--- config.mk ---
export PLATFORM = sky130hd
export DESIGN_NAME = cc_line_inserter
export DESIGN_NICKNAME = d
export VERILOG_FILES = /design/src/rtl/cc_pkg.sv /design/src/rtl/cc_trigger.sv /design/src/rtl/cc_holding.sv /design/src/rtl/cc_serializer.sv /design/src/rtl/cc_line_inserter.sv
export SDC_FILE = /design/constraint.sdc
export NUM_CORES = 1
export LEC_CHECK = 0
export BUFFER_PORTS_ARGS = -buffer_cell sky130_fd_sc_hd__buf_2
export CORE_MARGIN = 4
export CORE_UTILIZATION = 45
export DETAILED_ROUTE_END_ITERATION = 16
export PLACE_DENSITY = 0.69
export SYNTH_ARGS = -nofsm -noshare
export SYNTH_HDL_FRONTEND = slang
export SYNTH_HIERARCHICAL = 1
export SYNTH_SLANG_ARGS = --single-unit
--- constraint.sdc ---
create_clock -name clk -period 2.98 [get_ports clk]
set_input_delay 0.894 -clock clk [delete_from_list [all_inputs] [get_ports clk]]
set_output_delay 0.894 -clock clk [all_outputs]
set_load 0.01 [all_outputs]
--- src/rtl/cc_pkg.sv ---
package cc_pkg;
  localparam int CC_CHAR_W     = 7;
  localparam int CC_RUNIN_BITS = 7;
  localparam int CC_START_BITS = 3;
  localparam int CC_FRAME_BITS = CC_RUNIN_BITS + CC_START_BITS + 2 * (CC_CHAR_W + 1);

  typedef logic [CC_CHAR_W-1:0]     cc_char_t;
  typedef logic [CC_FRAME_BITS-1:0] cc_frame_t;

  // odd parity bit: total ones over char plus parity is odd
  function automatic logic odd_par(cc_char_t c);
    return ~(^c);
  endfunction

  // bit 0 of the result is transmitted first
  function automatic cc_frame_t build_frame(cc_char_t a, cc_char_t b);
    logic [CC_RUNIN_BITS-1:0] runin;
    logic [CC_START_BITS-1:0] strt;
    for (int i = 0; i < CC_RUNIN_BITS; i++) runin[i] = ~i[0];
    strt = {1'b1, {(CC_START_BITS-1){1'b0}}};
    return {odd_par(b), b, odd_par(a), a, strt, runin};
  endfunction
endpackage

--- src/rtl/cc_trigger.sv ---
module cc_trigger #(
  parameter int LINE_W = 6,
  parameter int HOFF_W = 10,
  parameter int PIX_W  = 11
) (
  input  logic              clk,
  input  logic              rst_n,
  input  logic              pix_en,
  input  logic              field_id,
  input  logic [LINE_W-1:0] line_num,
  input  logic [PIX_W-1:0]  pix_cnt,
  input  logic              cfg_enable,
  input  logic              cfg_field,
  input  logic [LINE_W-1:0] cfg_line,
  input  logic [HOFF_W-1:0] cfg_hoff,
  input  logic              busy,
  output logic              start
);
  logic hit_field, hit_line, hit_pix;

  assign hit_field = (field_id == cfg_field);
  assign hit_line  = (line_num == cfg_line);
  assign hit_pix   = (pix_cnt == PIX_W'(cfg_hoff));
  assign start     = pix_en && cfg_enable && !busy && hit_field && hit_line && hit_pix;


  start_takes_chk: assert property (@(posedge clk) disable iff (!rst_n)
    start |=> busy);
endmodule

--- src/rtl/cc_holding.sv ---
module cc_holding
  import cc_pkg::*;
(
  input  logic      clk,
  input  logic      rst_n,
  input  logic      ld_valid,
  input  cc_char_t  ld_char1,
  input  cc_char_t  ld_char2,
  input  logic      start,
  input  logic      last_tick,
  output logic      ready,
  output cc_frame_t frame
);
  cc_char_t c1_q, c2_q;
  logic     pend_q;

  assign frame = build_frame(ready ? c1_q : '0, ready ? c2_q : '0);

  always_ff @(posedge clk) begin
    if (!rst_n) begin
      ready  <= 1'b0;
      pend_q <= 1'b0;
      c1_q   <= '0;
      c2_q   <= '0;
    end else if (ld_valid) begin
      ready  <= 1'b1;
      pend_q <= 1'b0;
      c1_q   <= ld_char1;
      c2_q   <= ld_char2;
    end else begin
      if (start) pend_q <= ready;
      if (last_tick && pend_q) begin
        ready  <= 1'b0;
        pend_q <= 1'b0;
      end
    end
  end


  load_sets_chk: assert property (@(posedge clk) disable iff (!rst_n)
    ld_valid |=> ready);

  clear_cause_chk: assert property (@(posedge clk) disable iff (!rst_n)
    $fell(ready) |-> ($past(last_tick) && !$past(ld_valid)));
endmodule

--- src/rtl/cc_serializer.sv ---
module cc_serializer
  import cc_pkg::*;
#(
  parameter int BIT_PIX = 4
) (
  input  logic      clk,
  input  logic      rst_n,
  input  logic      pix_en,
  input  logic      start,
  input  cc_frame_t frame,
  output logic      active,
  output logic      level,
  output logic      last_tick
);
  localparam int SUB_W = (BIT_PIX > 1) ? $clog2(BIT_PIX) : 1;
  localparam int IDX_W = $clog2(CC_FRAME_BITS);

  logic [SUB_W-1:0] sub_q;
  logic [IDX_W-1:0] idx_q;
  cc_frame_t        sh_q;
  logic             bit_end;

  assign bit_end   = active && pix_en && (sub_q == SUB_W'(BIT_PIX - 1));
  assign last_tick = bit_end && (idx_q == IDX_W'(CC_FRAME_BITS - 1));
  assign level     = active && sh_q[0];

  always_ff @(posedge clk) begin
    if (!rst_n) begin
      active <= 1'b0;
      sub_q  <= '0;
      idx_q  <= '0;
      sh_q   <= '0;
    end else if (start) begin
      active <= 1'b1;
      sub_q  <= '0;
      idx_q  <= '0;
      sh_q   <= frame;
    end else if (active && pix_en) begin
      if (bit_end) begin
        sub_q <= '0;
        if (last_tick) begin
          active <= 1'b0;
        end else begin
          idx_q <= idx_q + 1'b1;
          sh_q  <= sh_q >> 1;
        end
      end else begin
        sub_q <= sub_q + 1'b1;
      end
    end
  end


  first_bit_chk: assert property (@(posedge clk) disable iff (!rst_n)
    start |=> (active && level));

  hold_level_chk: assert property (@(posedge clk) disable iff (!rst_n)
    (active && !pix_en) |=> (active && $stable(level)));

  end_cause_chk: assert property (@(posedge clk) disable iff (!rst_n)
    $fell(active) |-> $past(last_tick));
endmodule

--- src/rtl/cc_line_inserter.sv ---
module cc_line_inserter
  import cc_pkg::*;
#(
  parameter int LINE_W  = 6,
  parameter int HOFF_W  = 10,
  parameter int PIX_W   = 11,
  parameter int BIT_PIX = 4
) (
  input  logic                 clk,
  input  logic                 rst_n,
  input  logic                 pix_en,
  input  logic                 field_id,
  input  logic [LINE_W-1:0]    line_num,
  input  logic [PIX_W-1:0]     pix_cnt,
  input  logic                 cfg_enable,
  input  logic                 cfg_field,
  input  logic [LINE_W-1:0]    cfg_line,
  input  logic [HOFF_W-1:0]    cfg_hoff,
  input  logic                 ld_valid,
  input  logic [CC_CHAR_W-1:0] ld_char1,
  input  logic [CC_CHAR_W-1:0] ld_char2,
  output logic                 ready,
  output logic                 cc_active,
  output logic                 cc_level
);
  logic      start, last_tick;
  cc_frame_t frame;

  cc_trigger #(.LINE_W(LINE_W), .HOFF_W(HOFF_W), .PIX_W(PIX_W)) u_trig (
    .clk(clk), .rst_n(rst_n), .pix_en(pix_en), .field_id(field_id),
    .line_num(line_num), .pix_cnt(pix_cnt), .cfg_enable(cfg_enable),
    .cfg_field(cfg_field), .cfg_line(cfg_line), .cfg_hoff(cfg_hoff),
    .busy(cc_active), .start(start));

  cc_holding u_hold (
    .clk(clk), .rst_n(rst_n), .ld_valid(ld_valid), .ld_char1(ld_char1),
    .ld_char2(ld_char2), .start(start), .last_tick(last_tick),
    .ready(ready), .frame(frame));

  cc_serializer #(.BIT_PIX(BIT_PIX)) u_ser (
    .clk(clk), .rst_n(rst_n), .pix_en(pix_en), .start(start), .frame(frame),
    .active(cc_active), .level(cc_level), .last_tick(last_tick));


  rise_cause_chk: assert property (@(posedge clk) disable iff (!rst_n)
    $rose(cc_active) |-> $past(cfg_enable && pix_en && (line_num == cfg_line)
                               && (field_id == cfg_field)));

  no_abort_chk: assert property (@(posedge clk) disable iff (!rst_n)
    (cc_active && !cfg_enable && !last_tick) |=> cc_active);
endmodule

# Yosys cells after proc, flatten, opt, wreduce, memory -nomap -nowiden
# Index checks and enable logic that the tools add are counted.
[totals]
ff_bits = 50
inputBits = 54
output_inout_bits = 3
word_cells = 56
[classes]
n_addsub = 2
n_eq_ne = 6
muxes = 13
n_bitwise = 4
reduce_logical = 22
[ops]
columns = ["cell", "count"]
rows = [
  ["$mux W26", 4],
  ["$mux W7", 2],
  ["$reduce_xor A7 Y1", 2],
  ["$eq A11 B10 Y1", 1],
  ["$logic_and A1 B1 Y1", 10],
  ["$reduce_and A3 Y1", 3],
  ["$reduce_bool A2 Y1", 4],
  ["$eq A6 B6 Y1", 1],
  ["$mux W1", 6],
  ["$add A5 B1 Y5 const B", 1],
  ["$eq A5 B5 Y1 const B", 1],
  ["$not A1 Y1", 4],
  ["$reduce_or A3 Y1", 1],
  ["$add A2 B1 Y2 const B", 1],
  ["$eq A2 B2 Y1 const B", 1],
  ["$mux W2", 1],
  ["$ne A2 B2 Y1 const B", 1],
  ["$reduce_or A2 Y1", 1],
  ["$eq A1 B1 Y1", 1],
  ["$logic_not A1 Y1", 1],
]

# Longest topological paths before layout
# Gate-level depths: netlist (run 1).
[depth]
word_depth = 7
mapped_depth = 9
ltp_nobuf = 7

# Modules after synthesis
# The synthesis (run 1) kept the hierarchy.
[by_module_without_submodules]
columns = ["module", "n_inst", "cells_each", "area_per_inst_um2", "seq_area_each_um2"]
rows = [
  ["cc_serializer", 1, 196, 1575.3, 680.7],
  ["cc_holding", 1, 91, 870.8, 320.3],
  ["cc_trigger", 1, 25, 198.9, 0.0],
]

# Worst setup path after synthesis (run 1)
# OpenSTA, ideal clock, no wires.
[synth_path]
path_type = "in2reg"
start = "in cfg_hoff[5]"
end = "reg u_ser.sh_q[17]"
setup_ns = 0.122
arrival_ns = 2.305
required_ns = 2.858
path_slack_ns = 0.554
cell_stages = 9
path_buffers = 2
path_cell_list = "xor2_1 nor4_1 nand3_1 nor3_2 buf_2 clkinv_1 clkbuf_1 o21ai_0 a21oi_1"
[synth_via]
elab_chain_len = 4
elab_cells_between_ends = 7
cone_classes = "eq/ne (2); mux (1); reduce/logical (4)"
[synth_rtl]
columns = ["item", "line_no", "text"]
rows = [
  ["from (decl)", "cc_line_inserter.sv:18", "input logic [HOFF_W-1:0] cfg_hoff,"],
  ["$eq A11 B10 Y1 (*)", "cc_trigger.sv:23", "assign hit_pix = (pix_cnt == PIX_W'(cfg_hoff));"],
  ["$logic_and A1 B1 Y1 (*)", "cc_trigger.sv:24", "assign start = pix_en && cfg_enable && !busy && hit_field && hit_line && hit_pix;"],
  ["net start", "cc_line_inserter.sv:26", "logic start, last_tick;"],
  ["$ne A2 B2 Y1 (no source line) / $reduce_bool A2 Y1 (equally long branches)", "--", ""],
  ["$reduce_and A3 Y1 (no source line)", "--", ""],
  ["to (signal assigned)", "cc_serializer.sv:37", "sh_q <= frame;"],
  ["to (signal assigned)", "cc_serializer.sv:45", "sh_q <= sh_q >> 1;"],
  ["to (decl)", "cc_serializer.sv:20", "cc_frame_t sh_q;"],
]
# The timed path passes the listed nets; every way through them passes the cells marked *.
# A chain may end at the register's enable or synchronous reset.

# Worst setup path after layout (run 1)
[layout_path]
start = "in cfg_hoff[9]"
end = "reg u_ser.idx_q[1]"
[layout_via]
elab_chain_len = 3
[layout_rtl]
columns = ["item", "line_no", "text"]
rows = [
  ["$eq A11 B10 Y1", "cc_trigger.sv:23", ""],
  ["$logic_and A1 B1 Y1", "cc_trigger.sv:24", ""],
  ["net start", "cc_line_inserter.sv:26", ""],
  ["$reduce_or A2 Y1 (no source line)", "--", ""],
  ["to (signal assigned)", "cc_serializer.sv:44", "idx_q <= idx_q + 1'b1;"],
  ["to (decl)", "cc_serializer.sv:19", "logic [IDX_W-1:0] idx_q;"],
]
# The timed path passes the listed nets, and every way through them passes these cells.

==> reports/results.tsv, run 1 <==
stage	metric	value	unit
route	DRC violations left	0	
floorplanning	row count	27	
run	Max Cap Viol	0	
clock_tree	H-tree lvl count	2	
synthesis	ys async rst share	0	
timing	fmax	419	MHz
synthesis	Most used DFF post-synth	dfxtp_1	
critical_path	Worst Reg-to-Reg Cells	5	
place	Post-Place Setup Slack	0.263	ns
finish	Area growth syn-to-layout	12.7	%
floorplanning	die area	7170	µm²
finish	diode count	0	
clock_tree	CTS buffer count	5	
synthesis	Synth Cell Area	2650	µm²
synthesis	Post-synth EDFFs	0	
power	Power Total	1.22	mW
finish	fraction of layout cells with a size suffix above 1	0.200	
route	DRT Pass-1 Iters	4	
critical_path	flop2flop setup slack	1.10	ns
timing	Final min period	2.39	ns
route	sum of routed wire length over all layers	5.65	mm
place	port bufs	56	
critical_path	reg-to-reg startpoint	u_ser/idx_q[0]	
power	Leak	1.21	nW
route	post-route antenna net violation count	0	
floorplanning	Die Ht	84.7	µm
place	area post-placement	2900	µm²
clock_tree	clock buffer depth	2	
critical_path	nature of the critical path startpoint	input port	
clock_tree	worst skew pair latency	0.30	ns
critical_path	CP required	3.15	ns
run_status	status	completed	
grt	first-pass GRT wire length	10.0	mm
timing	final worst path period share	0.801	
finish	final instance area	2980	µm²
critical_path	worst setup path start	cfg_hoff[9]	
synthesis	YS warnings	6	
synthesis	top post-synthesis cells by area	dfxtp_1 (38%), o21ai_0 (11%), a21oi_1 (6.1%), a31oi_1 (5.9%), mux2i_1 (5.7%)	
timing	fin. max-slew vios	0	
hold_path	HP Start	u_ser/sh_q[1]	
synthesis	Syn Area/Cell	8.48	µm²
timing	slew margin rel.	0.393	
route	average wire per standard cell	13.2	µm
critical_path	Max Fanout on Critical Path	28	
timing	RSZ-0062 raised after global routing	false	
critical_path	reg2reg end	u_ser/sh_q[17]	
route	routed vias/inst	5.29	
critical_path	crit path DAT	2.56	ns
timing	final setup TNS	0	ns
floorplanning	Starting Density	0.472	
timing	final hold viol count	0	
grt	largest net degree at the start of global routing	30	
clock_tree	register clock-pin slew on the reported worst setup and hold paths	0.09	ns
grt	grt ovf	0	
timing	Worst Slack Setup Final	0.592	ns
clock_tree	post-CTS setup repair buffer count	0	
timing	Least-Margin Pin Slew	0.910	ns
clock_tree	CTS root buffer	clkbuf_8	
synthesis	sequential area share after synthesis	0.378	
synthesis	Seq cells post-synth	50	
critical_path	critical path class	input port to flop	
synthesis	leading area contributor after synthesis	dfxtp_1	
timing	clock skew	0.00533	ns
route	DR iter-0 viols	138	
synthesis	Synth top area share	0.378	
synthesis	count leader, synth	o21ai_0	
synthesis	synth cell count leaders	o21ai_0 (56), dfxtp_1 (50), a21oi_1 (32)	
grt	vias in the first global route	2176	
critical_path	CP Capture Type	flop	
clock_tree	clk sinks	50	
power	VDD IR-drop max	0.251	mV
critical_path	Critical Path End	u_ser/idx_q[1]	
floorplanning	core area	5610	µm²
grt	initial antenna violation count	0	
finish	fin nets	411	
finish	utilization after layout	0.532	
timing	Final Setup Violations	0	
route	Vias	2257	
clock_tree	CTS tree	yes	
synthesis	Netlist cell types	35	
floorplanning	Die Width	84.7	µm
grt	total track usage	0.165	
place	final RePlAce weighted congestion	0.753	
clock_tree	post-CTS sizing	0	
place	HPWL after DPL	3.86	mm
floorplanning	I/O Pins	57	
power	Power Density	409	nW/µm²
clock_tree	Hold Buf Count CTS	0	
synthesis	Syn Inst Count	312	
hold_path	Min-Delay Path Class	flop to flop	
==> worst min-delay path by stage <==
stage | cells after the start | slack, ns | end
2_1_floorplan | 2 | 0.44 | u_ser/sub_q[1]
3_3_place_gp | 2 | 0.46 | u_ser/sub_q[1]
3_5_place_dp | 2 | 0.46 | u_ser/sh_q[11]
4_1_cts | 2 | 0.48 | u_ser/sh_q[9]
5_1_grt | 2 | 0.50 | u_ser/sh_q[11]
6_report | 2 | 0.48 | u_ser/sh_q[1]
==> kinds of logic after synthesis <==
kind of cell	after synthesis	synth area share
mux	15	0.0568
buf+inv	39	0.0828
flops	50	0.378
simple gates	60	0.121
xor+xnor	25	0.104
fa+ha+maj	3	0.0142
compound gates	118	0.241
other cells	2	0.00284
==> cells in the final DEF, fill, tap and decap left out, types with 4 or more instances in the layout <==
cell	instances
nor2_1	19
clkbuf_8	5
o21ai_0	56
and2_1	14
dfxtp_1	50
buf_4	4
inv_1	4
xnor3_1	4
a31oi_1	25
mux2i_1	15
xor2_1	14
buf_2	56
nand2_1	9
xnor2_1	7
conb_1	10
a21oi_1	32
==> layer usage <==
layer / part of all wire / track usage
met5: 0 / 0
met4: 0.010 / 0.0504
met3: 0.034 / 0.0343
met2: 0.48 / 0.270
met1: 0.48 / 0.218
==> flip-flops by register name (all words and copies together) (netlist names) <==
name and cells:
u_hold/c2_q 7, u_hold/ready 1, u_hold/c1_q 7, u_ser/sub_q 2
u_ser/idx_q 5, u_ser/active 1, u_hold/pend_q 1, u_ser/sh_q 26
==> stage by stage <==
step           instances  hold WS (ns)
6_report             427         0.478
5_1_grt              427         0.498
3_3_place_gp         419         0.456
2_1_floorplan        320         0.440
3_5_place_dp         419         0.465
4_1_cts              427         0.478
==> critical path: stages <==
cell,delay [ns]
buf_2,0.10
xor2_1,0.15
nor4_1,0.37
nand3_1,0.14
nor3_2,0.24
clkinv_1,0.12
buf_4,0.23
nand2_1,0.23
a311oi_1,0.08
==> where the power goes <==
group | internal (mW) | switching, mW | total [mW]
combinational | 0.0809 | 0.0583 | 0.139
sequential | 0.680 | 0.0135 | 0.693
clock | 0.166 | 0.222 | 0.388
total | 0.927 | 0.294 | 1.22
==> layout make-up <==
cell class / count / area [µm²]
fill: 569 / 2630
multi-input combinational: 231 / 1460
sequential: 50 / 1000
timing repair buffer: 61 / 330
tap: 72 / 90.1
clock buffer: 6 / 72.6
inverter: 5 / 18.8
clock inverter: 2 / 13.8
No activity file was read; power rests on OpenSTA's default activity.
==> run 2, diff against run 1 <==
- ABC_AREA: unset -> 1
- PLACE_DENSITY: 0.69 -> 0.7
- clock period: 2.98 -> 1.9 ns (I/O delays scaled with it)
==> run 2 against run 1 <==
Clock power rose by 91%. First-iteration DRC count fell by 38%. Utilization rose by 0.96 points. Clock skew rose by 0.0025 ns. Non-clock buffer count rose by 15. Sequential share of layout area fell by 6.2 points. Setup slack got worse by 0.36 ns. Largest power group unchanged.
==> reports/results.tsv, run 2 <==
stage	metric	value	unit	change
power	Power Density	567	nW/µm²	+39%
run_status	status	completed		
route	post-route antenna net violation count	0		unchanged
clock_tree	CTS buffer count	5		unchanged
grt	total track usage	0.157		-0.00803
synthesis	Netlist cell types	29		-17%
synthesis	Seq cells post-synth	50		unchanged
timing	Final Setup Violations	0		unchanged
grt	grt ovf	0		unchanged
clock_tree	H-tree lvl count	2		unchanged
route	average wire per standard cell	10.0	µm	-24%
power	Seq pwr share	0.525		-0.043
grt	initial antenna violation count	0		unchanged
clock_tree	clock buffer depth	2		unchanged
finish	diode count	0		unchanged
critical_path	CP most frequent cell	nand2_1		
synthesis	sequential area share after synthesis	0.320		-0.0583
clock_tree	CTS tree	yes		
route	routed vias/inst	4.61		-13%
timing	RSZ-0062 raised after global routing	false		
route	DR iter-0 viols	85		-38%
finish	Area growth syn-to-layout	17.0	%	
finish	max FFs per register	26		unchanged
floorplanning	Starting Density	0.463		-0.00889
timing	fmax	601	MHz	
synthesis	YS warnings	6		unchanged
synthesis	Synth top area share	0.320		-0.0583
grt	first-pass GRT wire length	11.2	mm	+12%
timing	final worst path period share	0.876		
floorplanning	die area	8350	µm²	+16%
timing	clock skew	0.00782	ns	+0.00248 ns
synthesis	top post-synthesis cells by area	dfxtp_1 (32%), nand2_1 (22%), nand3_1 (7.4%), inv_1 (6.5%), a21oi_1 (4.2%)		
place	area post-placement	3550	µm²	+23%
power	switching part of the total	0.246		+0.00505
clock_tree	post-CTS setup repair buffer count	0		unchanged
grt	vias in the first global route	2750		+26%
place	port bufs	56		unchanged
floorplanning	I/O Pins	57		unchanged
power	clock power share	0.358		+0.040
place	final RePlAce weighted congestion	0.741		-1.7%
critical_path	critical path class	input port to flop		
floorplanning	Die Ht	91.4	µm	+7.9%
timing	WHS	0.478	ns	-0.000114 ns
critical_path	Crit-path slowest cell	mux2i_1		
synthesis	Syn Inst Count	498		+60%
critical_path	critical-path cell list	buf_2, inv_1, nand2_1, nor2_1, nand2_1, nor2_1, nand3_1, nor2_2, buf_12, mux2i_1, nand2_1, nand2_1, nor2_1		
clock_tree	CTS root buffer	clkbuf_8		
critical_path	CP peak stage delay	0.22	ns	-0.15 ns
route	sum of routed wire length over all layers	6.40	mm	+13%
clock_tree	clk sinks	50		unchanged
hold_path	Min-Delay Path Class	flop to flop		
critical_path	Max Fanout on Critical Path	13		-54%
finish	sequential cell area	1000	µm²	unchanged
finish	FILL cells	673		+18%
route	DRT Pass-1 Iters	4		unchanged
synthesis	Most used DFF post-synth	dfxtp_1		
run	Max Cap Viol	0		unchanged
power	VDD IR-drop max	0.321	mV	+28%
floorplanning	Die Width	91.4	µm	+7.9%
clock_tree	Hold Buf Count CTS	0		unchanged
synthesis	ys async rst share	0		unchanged
clock_tree	post-CTS sizing	0		unchanged
power	Comb pwr share	0.118		+0.004
power	Leak	1.88	nW	+56%
critical_path	CP required	2.10	ns	-1.05 ns
finish	commonest cells after routing, fill and taps aside	nand2_1 (184), buf_2 (56), inv_1 (54)		
finish	most flop-heavy register	u_ser/sh_q		
route	DRC violations left	0		unchanged
finish	fraction of layout cells with a size suffix above 1	0.210		+0.00968
synthesis	Synth Cell Area	3130	µm²	+18%
place	HPWL after DPL	4.82	mm	+25%
timing	final hold viol count	0		unchanged
power	Psw	0.509	mW	+73%
timing	fin. max-slew vios	0		unchanged
floorplanning	core area	6760	µm²	+20%
synthesis	synth cell count leaders	nand2_1 (184), inv_1 (54), dfxtp_1 (50)		
synthesis	Syn Area/Cell	6.28	µm²	-26%
critical_path	CP Capture Type	flop		
synthesis	count leader, synth	nand2_1		
power	Pint	1.56	mW	+69%
route	Vias	2941		+30%
finish	top flop regs	u_ser/sh_q (26), u_hold/c1_q (7), u_hold/c2_q (7)		
finish	most common cell after layout, fill and taps aside	nand2_1		
synthesis	Post-synth EDFFs	0		unchanged
finish	fin nets	614		+49%
synthesis	leading area contributor after synthesis	dfxtp_1		
finish	area of the multi-input gates	1720	µm²	+18%
clock_tree	register clock-pin slew on the reported worst setup and hold paths	0.09	ns	about the same
timing	final setup TNS	0	ns	unchanged
critical_path	nature of the critical path startpoint	input port		
clock_tree	worst skew pair latency	0.30	ns	about the same
timing	Final min period	1.66	ns	
finish	final instance area	3660	µm²	+23%
floorplanning	row count	30		+11%
critical_path	crit path DAT	1.86	ns	-0.70 ns
grt	largest net degree at the start of global routing	31		+3.3%
-- run 2: changes by cell type in the layout (fill, tap and decap cells not counted), sizes merged, moves of 14 or more --
cell   change
a31oi     -25
and2      -15
buf       +15
inv       +55
nand2    +189
nand3     +43
nor2      +14
o21ai     -39
-- run 2: area by class of cell --
| type | count | area share |
|---|---|---|
| Inverter | 59 | 0.0612 |
| Clock buffer | 5 | 0.0188 |
| Sequential cell | 50 | 0.274 |
| Tap cell | 80 | 0.0274 |
| Multi-Input combinational cell | 365 | 0.470 |
| Timing Repair Buffer | 76 | 0.138 |
| Clock inverter | 3 | 0.0109 |
-- run 2: worst max-delay path: cells and delay by family --
kind / cells / cell delay (ns)
muxes: 1 / 0.22
and+or+nand+nor: 9 / 0.77
buffers and inverters: 3 / 0.31
-- run 2: cell families (layout without fill, tap and decap cells) --
kind of cell / after synthesis / after routing / share of synthesized area
DFF: 50 / 50 / 0.320
AOI/OAI and AO/OA: 55 / 55 / 0.102
other: 2 / 10 / 0.00240
xor gates and xnor gates: 10 / 10 / 0.0280
and+or+nand+nor: 283 / 283 / 0.382
adders and majority gates: 3 / 3 / 0.0120
muxes: 4 / 4 / 0.0128
buffers and inverters: 91 / 143 / 0.141
-- run 2: per-layer routing --
| metal | GRT usage | vias up | wire (µm) |
|---|---|---|---|
| met3 | 0.0282 | 6 | 182 |
| met5 | 0 | - | 0 |
| li1 | - | 1636 | - |
| met4 | 0.0377 | 0 | 55 |
| met1 | 0.183 | 1268 | 2990 |
| met2 | 0.295 | 31 | 3170 |
-- run 2: metrics by stage --
step	util	setup slack (ns)	instances	total power, mW
after global routing	0.541	0.0197	638	2.18
after floorplan	-	0.0108	506	1.28
after CTS	0.541	0.246	638	2.10
final	0.541	0.236	638	2.07
after global placement	0.525	-0.0595	630	1.35
after detailed placement	0.525	-0.0717	630	1.36
-- run 2: worst paths after layout --
path / slack, ns / cells after the start / start / to
hold / removal: 0.48 / 2 / u_ser/sub_q[1] / u_ser/sub_q[1]
setup / recovery: 0.24 / 13 / pix_cnt[10] / u_ser/sh_q[3]
hold reg to reg: 0.48 / 2 / u_ser/sub_q[1] / u_ser/sub_q[1]
setup reg to reg: 0.27 / 12 / u_ser/active / u_ser/sh_q[3]
-- run 2: power by group through the flow --
| stage | combinational [mW] | sequential (mW) | clock, mW |
|---|---|---|---|
| CTS | 0.245 | 1.09 | 0.770 |
| global placement | 0.238 | 1.11 | 0 |
| floorplan | 0.168 | 1.11 | 0 |
| detailed placement | 0.244 | 1.11 | 0 |
| finish | 0.244 | 1.09 | 0.742 |
| global route | 0.284 | 1.09 | 0.803 |
